--- src/rtl/sercnv_pkg.sv ---
`timescale 1ns/1ps
package sercnv_pkg;
  localparam int CMD_W  = 8;
  localparam int LEAD_W = 5;
  localparam int LEN_W  = 5;

  typedef enum logic [1:0] {
    LEN_8    = 2'b00,
    LEN_SHUT = 2'b01,
    LEN_12   = 2'b10,
    LEN_16   = 2'b11
  } len_code_t;

  function automatic logic [LEN_W-1:0] word_len(input len_code_t code);
    case (code)
      LEN_8:    return LEN_W'(8);
      LEN_SHUT: return LEN_W'(10);
      LEN_12:   return LEN_W'(12);
      default:  return LEN_W'(16);
    endcase
  endfunction
endpackage

--- src/rtl/sercnv_sync.sv ---
`timescale 1ns/1ps
module sercnv_sync #(
  parameter int            W       = 3,
  parameter int            STAGES  = 2,
  parameter logic [W-1:0]  RST_VAL = '0
) (
  input  logic         clk,
  input  logic         rst,
  input  logic [W-1:0] d,
  output logic [W-1:0] q
);
  logic [STAGES-1:0][W-1:0] chain;

  always_ff @(posedge clk) begin
    if (rst) chain[0] <= RST_VAL;
    else     chain[0] <= d;
  end

  for (genvar s = 1; s < STAGES; s++) begin : g_stage
    always_ff @(posedge clk) begin
      if (rst) chain[s] <= RST_VAL;
      else     chain[s] <= chain[s-1];
    end
  end

  assign q = chain[STAGES-1];
endmodule

--- src/rtl/sercnv_frame.sv ---
`timescale 1ns/1ps
module sercnv_frame
  import sercnv_pkg::*;
#(
  parameter int IDX_W = 5
) (
  input  logic             clk,
  input  logic             rst,
  input  logic             cs_low,
  input  logic             cs_fall,
  input  logic             sclk_rise,
  input  logic             sclk_fall,
  input  logic             sdi_s,
  output logic             done,
  output logic             done_shut,
  output logic [CMD_W-1:0] cmd_out,
  output logic [IDX_W-1:0] out_idx
);
  logic [LEN_W-1:0] cnt, cnt_nxt;
  logic [CMD_W-1:0] cmd, cmd_nxt;
  len_code_t        code_q, code_now;
  logic             restart, finish;

  always_comb begin
    cmd_nxt  = (cnt < LEN_W'(CMD_W)) ? {cmd[CMD_W-2:0], sdi_s} : cmd;
    code_now = (cnt == LEN_W'(CMD_W-1)) ? len_code_t'(cmd_nxt[1:0]) : code_q;
    cnt_nxt  = cnt + LEN_W'(1);
    finish   = sclk_rise && cs_low && (cnt_nxt >= LEN_W'(CMD_W)) &&
               (cnt_nxt == word_len(code_now));
  end

  always_ff @(posedge clk) begin
    if (rst) begin
      cnt       <= '0;
      cmd       <= '0;
      code_q    <= LEN_8;
      restart   <= 1'b0;
      out_idx   <= '0;
      done      <= 1'b0;
      done_shut <= 1'b0;
      cmd_out   <= '0;
    end else begin
      done      <= finish;
      done_shut <= finish && (code_now == LEN_SHUT);
      if (finish) cmd_out <= cmd_nxt;
      if (!cs_low || cs_fall) begin
        cnt     <= '0;
        cmd     <= '0;
        restart <= 1'b0;
        out_idx <= '0;
      end else begin
        if (sclk_rise) begin
          cmd <= cmd_nxt;
          if (cnt == LEN_W'(CMD_W-1)) code_q <= code_now;
          if (finish) begin
            cnt     <= '0;
            restart <= 1'b1;
          end else begin
            cnt <= cnt_nxt;
          end
        end
        if (sclk_fall) begin
          if (restart) begin
            out_idx <= '0;
            restart <= 1'b0;
          end else if (out_idx != '1) begin
            out_idx <= out_idx + IDX_W'(1);
          end
        end
      end
    end
  end
endmodule

--- src/rtl/sercnv_outfmt.sv ---
`timescale 1ns/1ps
module sercnv_outfmt #(
  parameter int RES_W = 12,
  parameter int IDX_W = 5
) (
  input  logic             clk,
  input  logic             rst,
  input  logic             cs_low,
  input  logic [RES_W-1:0] result,
  input  logic             msb_first,
  input  logic [IDX_W-1:0] idx,
  output logic             sdo,
  output logic             sdo_oe
);
  localparam int SLOTS = 1 << IDX_W;

  logic [SLOTS-1:0] msb_vec, lsb_vec;

  for (genvar k = 0; k < SLOTS; k++) begin : g_slot
    if (k < RES_W) begin : g_data
      assign msb_vec[k] = result[RES_W-1-k];
      assign lsb_vec[k] = result[k];
    end else begin : g_pad
      assign msb_vec[k] = 1'b0;
      assign lsb_vec[k] = 1'b0;
    end
  end

  always_ff @(posedge clk) begin
    if (rst) begin
      sdo    <= 1'b0;
      sdo_oe <= 1'b0;
    end else begin
      sdo_oe <= cs_low;
      sdo    <= cs_low && (msb_first ? msb_vec[idx] : lsb_vec[idx]);
    end
  end
endmodule

--- src/rtl/sercnv_ctrl.sv ---
`timescale 1ns/1ps
module sercnv_ctrl
  import sercnv_pkg::*;
#(
  parameter int RES_W       = 12,
  parameter int SYNC_STAGES = 2
) (
  input  logic              clk,
  input  logic              rst,
  input  logic              cs_n,
  input  logic              sclk,
  input  logic              sdi,
  output logic              sdo,
  output logic              sdo_oe,
  input  logic [RES_W-1:0]  res_data,
  input  logic              res_valid,
  output logic              conv_start,
  output logic [LEAD_W-1:0] cfg_lead,
  output logic              cfg_msb_first,
  output logic              pwr_down
);
  localparam int IDX_W = LEN_W;

  logic [2:0]       pins_s;
  logic             cs_s, sclk_s, sdi_s, cs_d, sclk_d;
  logic             cs_low, cs_fall, sclk_rise, sclk_fall;
  logic             done, done_shut;
  logic [CMD_W-1:0] cmd_word;
  logic [IDX_W-1:0] out_idx;
  logic [RES_W-1:0] result_q;

  sercnv_sync #(.W(3), .STAGES(SYNC_STAGES), .RST_VAL(3'b100)) u_sync (
    .clk(clk), .rst(rst), .d({cs_n, sclk, sdi}), .q(pins_s)
  );
  assign {cs_s, sclk_s, sdi_s} = pins_s;

  always_ff @(posedge clk) begin
    if (rst) begin
      cs_d   <= 1'b1;
      sclk_d <= 1'b0;
    end else begin
      cs_d   <= cs_s;
      sclk_d <= sclk_s;
    end
  end

  assign cs_low    = ~cs_s;
  assign cs_fall   = cs_d & ~cs_s;
  assign sclk_rise = ~sclk_d & sclk_s;
  assign sclk_fall = sclk_d & ~sclk_s;

  sercnv_frame #(.IDX_W(IDX_W)) u_frame (
    .clk(clk), .rst(rst), .cs_low(cs_low), .cs_fall(cs_fall),
    .sclk_rise(sclk_rise), .sclk_fall(sclk_fall), .sdi_s(sdi_s),
    .done(done), .done_shut(done_shut), .cmd_out(cmd_word), .out_idx(out_idx)
  );

  sercnv_outfmt #(.RES_W(RES_W), .IDX_W(IDX_W)) u_outfmt (
    .clk(clk), .rst(rst), .cs_low(cs_low), .result(result_q),
    .msb_first(cfg_msb_first), .idx(out_idx), .sdo(sdo), .sdo_oe(sdo_oe)
  );

  always_ff @(posedge clk) begin
    if (rst) begin
      result_q      <= '0;
      conv_start    <= 1'b0;
      cfg_lead      <= '0;
      cfg_msb_first <= 1'b1;
      pwr_down      <= 1'b0;
    end else begin
      if (res_valid) result_q <= res_data;
      conv_start <= done && !done_shut;
      if (done && !done_shut) begin
        cfg_lead      <= cmd_word[CMD_W-1 -: LEAD_W];
        cfg_msb_first <= cmd_word[2];
      end
      if (done_shut)                             pwr_down <= 1'b1;
      else if (cs_fall || (sclk_rise && cs_low)) pwr_down <= 1'b0;
    end
  end
endmodule

--- config.mk ---
export PLATFORM = sky130hd
export DESIGN_NAME = sercnv_ctrl
export DESIGN_NICKNAME = d
export VERILOG_FILES = /design/src/rtl/sercnv_pkg.sv /design/src/rtl/sercnv_sync.sv /design/src/rtl/sercnv_frame.sv /design/src/rtl/sercnv_outfmt.sv /design/src/rtl/sercnv_ctrl.sv
export SDC_FILE = /design/constraint.sdc
export NUM_CORES = 1
export LEC_CHECK = 0
export BUFFER_PORTS_ARGS = -buffer_cell sky130_fd_sc_hd__clkbuf_2
export CORE_MARGIN = 2
export CORE_UTILIZATION = 45
export CTS_CLUSTER_SIZE = 20
export DETAILED_ROUTE_END_ITERATION = 8
export HOLD_SLACK_MARGIN = 0.05
export SETUP_SLACK_MARGIN = 0.02
export SLEW_MARGIN = 5
export SYNTH_ARGS = -nofsm -noshare
export SYNTH_HDL_FRONTEND = slang
export SYNTH_HIERARCHICAL = 1
export SYNTH_SLANG_ARGS = --single-unit
--- constraint.sdc ---
create_clock -name clk -period 6.4 [get_ports clk]
set_input_delay 0.32 -clock clk [delete_from_list [all_inputs] [get_ports clk]]
set_output_delay 0.32 -clock clk [all_outputs]
set_load 0.01 [all_outputs]
======== Word-level counts from Yosys, hierarchy flattened ========
Index checks and enable logic that the tools add are counted.
word-level totals
  register bits after elaboration ......... 61
  input bits .............................. 18
  output and inout port bits .............. 10
  logic and storage cells ................. 68
operators by class
  add/sub/neg operators ................... 2
  magnitude comparators ................... 3
  eq/ne operators ......................... 5
  mux-type cells .......................... 17
  bitwise gates (word level) .............. 7
  reductions and logical operators ........ 15
operators by type and width
  kind                                                               number
  two-way mux 5 bit                                                  3
  case mux 5 bit (3 select lines)                                    1
  adder 5 x 1 -> 5 bit, second input constant                        2
  binary-select mux 1 bit (select 5 bit)                             2
  two-way mux 1 bit                                                  9
  two-way mux 8 bit                                                  1
  logical AND 1 bit                                                  6
  < comparator 5 x 6 -> 1 bit, second input constant                 1
  equality test 5 x 3 -> 1 bit, second input constant                1
  equality test 5 bit                                                1
  greater-or-equal comparator 5 x 4 -> 1 bit, second input constant  1
  < comparator 5 x 4 -> 1 bit, second input constant                 1
  != test 5 bit, second input constant                               1
  NOT 1 bit                                                          4
  nonzero test 2 bit                                                 2
  AND 1 bit                                                          3
  AND reduction 3 bit                                                1
  equality test 2 x 1 -> 1 bit, second input constant                1
  equality test 2 bit, second input constant                         1
  zero test 2 bit                                                    1
  logical OR 1 bit                                                   2
  two-way mux 2 bit                                                  1
  AND reduction 2 bit                                                1
  OR reduction 2 bit                                                 1
  zero test 1 bit                                                    1

======== Depth between registers and ports, before layout ========
  word-level depth ........................ 11
  depth in mapped cells ................... 9
  mapped depth without buffers ............ 8

======== Cells and area by module ========
The synthesis kept the hierarchy.
by module, submodules not included
  module         times used  cells an instance  area each (um2)  sequential area each (um2)
  sercnv_frame   1           181                1545.2           620.6
  sercnv_ctrl    1           74                 795.8            440.4
  sercnv_outfmt  1           15                 260.2            40.0
  sercnv_sync    1           15                 180.2            120.1

======== Least setup slack after synthesis ========
No wires, ideal clock.
  path kind ............................... register to register
  start ................................... register u_frame.cnt[0]
  end ..................................... register u_frame.cmd_out[6]
  setup time .............................. 0.091 ns
  data arrival time ....................... 2.136 ns
  required time ........................... 6.309 ns
  path slack .............................. 4.173 ns
  cell stages (with the launch flop) ...... 10
  path buffers ............................ 2
  clock period less this slack ............ 2.227 ns
  cell sequence ........................... dfxtp_1 ha_1 buf_2 and4bb_4 mux2i_4 xnor2_1 a2111oi_4 buf_6 nor2_1 a311oi_1
between the ends
  longest elaborated chain between the ends .. 7
  elaborated cells on any way between the ends .. 13
  classes of those cells .................. 1 x add/sub; 2 x order compare; 4 x eq/ne; 3 x mux; 3 x reduce/logical
RTL lines
  what                                         RTL line            text
  start: declaration                           sercnv_frame.sv:19  logic [LEN_W-1:0] cnt, cnt_nxt;
  start signal: assignment                     sercnv_frame.sv:59  cnt <= cnt_nxt;
  < comparator 5 x 4 -> 1 bit                  sercnv_frame.sv:25  cmd_nxt = (cnt < LEN_W'(CMD_W)) ? {cmd[CMD_W-2:0], sdi_s} : cmd;
  two-way mux 8 bit                            sercnv_frame.sv:25
  two-way mux 2 bit                            sercnv_frame.sv:26  code_now = (cnt == LEN_W'(CMD_W-1)) ? len_code_t'(cmd_nxt[1:0]) : code_q;
  equality test 2 bit (tied with other cells)  sercnv_pkg.sv:15    case (code)
  case mux 5 bit (3 select lines)              sercnv_pkg.sv:15
  equality test 5 bit                          sercnv_frame.sv:29  (cnt_nxt == word_len(code_now));
  logical AND 1 bit                            sercnv_frame.sv:28  finish = sclk_rise && cs_low && (cnt_nxt >= LEN_W'(CMD_W)) &&
  end signal: assignment                       sercnv_frame.sv:45  if (finish) cmd_out <= cmd_nxt;
  end: declaration                             sercnv_frame.sv:16  output logic [CMD_W-1:0] cmd_out,
Parallel ways exist; a longest one is shown, timed or not.
A chain may end at the register's enable or synchronous reset.

======== Worst setup path after layout ========
  start ................................... register u_frame.cnt[0]
  end ..................................... register u_frame.cmd_out[4]
Same word-level chain as after synthesis.

==> out/qor.yml <==
clock_tree:
  clock-sinks: 59
  clockBufferDepth: 2
  cts_tree: "done"
  cts_root_buf: "clkbuf_8"
  post-cts-setup-buffers: 0
  clock_latency_ps: 320
  cts_resized: 0
  htree_levels: 3
  clk_pin_slew_worst_paths_ps: 70
  numCtsBuffers: 9
  ctsHoldBuffers: 0
layout:
  final_area_um2: 3020
  diodes: 0
  fin_nets: 317
  drive_gt1_share_pct: 19.0
  stdcell_count: 375
  area_growth_syn_to_layout_pct: 12.1
  fin_util_pct: 51.6
min_path:
  worst_hold_path_type: "in2reg"
timing:
  fin_skew_ps: 6.33
  timing.fmax_ghz: 0.356
  fin_tns_setup_ps: 0
  worstMarginPinSlew_ps: 946
  timing_hold_violations_final: 0
  min_period_over_period_pct: 43.9
  setup-violations-final: 0
  maxSlewHeadroom_pct: 36.9
  fin_crit_ps: 2810
  slew_viol_final: 0
  grt_setup_unrepaired: "no"
placement:
  dp.cells: 359
  port-buffer-count: 27
  hpwl_um: 3290
  place_congestion: 0.790
  place_area_um2: 2810
global_route:
  grt_pass1_wl_um: 8070
  grt_pass1_vias: 1722
  antenna_found_initial: 0
  grt_max_degree: 41
  grt_overflow: 0
  grtUsageTotal_pct: 16.1
critical_path:
  cp-end-kind: "flop"
  worst-setup-path-type: "reg2reg"
  crit_fanout: 19
  cp-start-kind: "flop"
  r2r_setup_slack_ps: 3590
  critPathArrivalTime_ps: 3040
  cp.required_ps: 6620
logic_synthesis:
  synth_area_um2: 2690
  synth_nets: 297
  ys.warnings.count: 6
  synth_area_per_cell_um2: 9.79
  syn_inst: 275
floorplanning:
  num_rows: 28
  start_util_pct: 46.0
  die_w_um: 81.4
  die-area_um2: 6620
  coreArea_um2: 5850
  pin_count: 28
  fp.dieH_um: 81.4
detailed_routing:
  routedWlPerCell_um: 12.7
  vias: 1945
  routed_via_density: 5.19
  drc: 0
  firstDrtPassIters: 4
  drt-initial-drc-count: 87
  drt_wl_total_um: 4770
  ant_nets: 0
power:
  ir_drop_v: 0.000113
  leakagePower_nw: 1.14
  p_per_area_nw_per_um2: 252
status:
  status: "complete, no violations"
job:
  cap_violations: 0
## routing by layer
metal / vias up / routed length (um) / GRT usage (%)
met5: - / 0 / 0
met4: 0 / 42 / 7.12
met3: 4 / 177 / 5.33
met2: 32 / 2230 / 24.6
met1: 912 / 2320 / 20.6
li1: 997 / - / -
## power breakdown
part / switching (W) / total (W) / internal (W)
Sequential: 0.00000423 / 0.000378 / 0.000374
Clock: 0.000142 / 0.000352 / 0.000210
Combinational: 0.0000155 / 0.0000305 / 0.0000150
Total: 0.000162 / 0.000761 / 0.000599
## final timing paths
kind                              to       startpoint  depth (start not counted)
hold reg to reg          u_sync/q[2]  u_sync/chain[2]                          1
setup reg to reg  u_frame/cmd_out[4]   u_frame/cnt[0]                          7
setup / recovery  u_frame/cmd_out[4]   u_frame/cnt[0]                          7
hold / removal       u_sync/chain[2]             cs_n                          2
## stage by stage
stage,setup WS (ps),hold WS [ps],power (W)
4_1_cts,3590,154,0.000773
5_1_grt,3260,174,0.000797
2_1_floorplan,4190,383,0.000407
3_3_place_gp,3720,389,0.000417
6_report,3590,174,0.000761
3_5_place_dp,3620,398,0.000417
## cell type report
type,instances,area (um2)
Clock buffer,12,165
Multi-Input combinational cell,193,1370
Tap cell,75,93.8
Fill cell,529,2830
Inverter,4,15.0
Sequential cell,59,1180
Timing Repair Buffer,28,143
Clock inverter,4,47.5
## sequential cells by signal (all words and copies together), names as in the netlist
signal and cells:
result_q 12, u_frame/cmd 8, u_frame/cmd_out 6, cfg_lead 5, u_frame/cnt 5, u_frame/out_idx 5, u_sync/chain 3, u_sync/q 3
u_frame/code_q 2, cfg_msb_first 1, conv_start 1, cs_d 1, pwr_down 1, sclk_d 1, u_frame/done 1, u_frame/done_shut 1
u_frame/restart 1, u_outfmt/sdo 1, u_outfmt/sdo_oe 1
## critical path: stages, from the launching register on
cell	delay (ps)
dfxtp_1	450
ha_1	380
and4bb_4	330
mux2i_4	250
xnor2_1	120
a2111oi_4	830
nor2_1	90
a311oi_1	260
## layout by cell type, fill, tap and decap left out, drive strengths merged, types with 2 or more instances in the layout
cell and instances:
dfxtp 59, clkbuf 39, nor2 37, nand2 25, mux2i 21, a21oi 16, nor2b 16, o21ai 11
nand2b 8, mux4 7, a311oi 6, inv 4, xnor2 4, ha 4, or2 3, or3b 3
nand3 3, a22oi 3, nand3b 3, clkinv 2, and3 2, xor2 2, nor3b 2, a31oi 2
and2b 2, a2111oi 2
(Power assumes the default switching activity.)
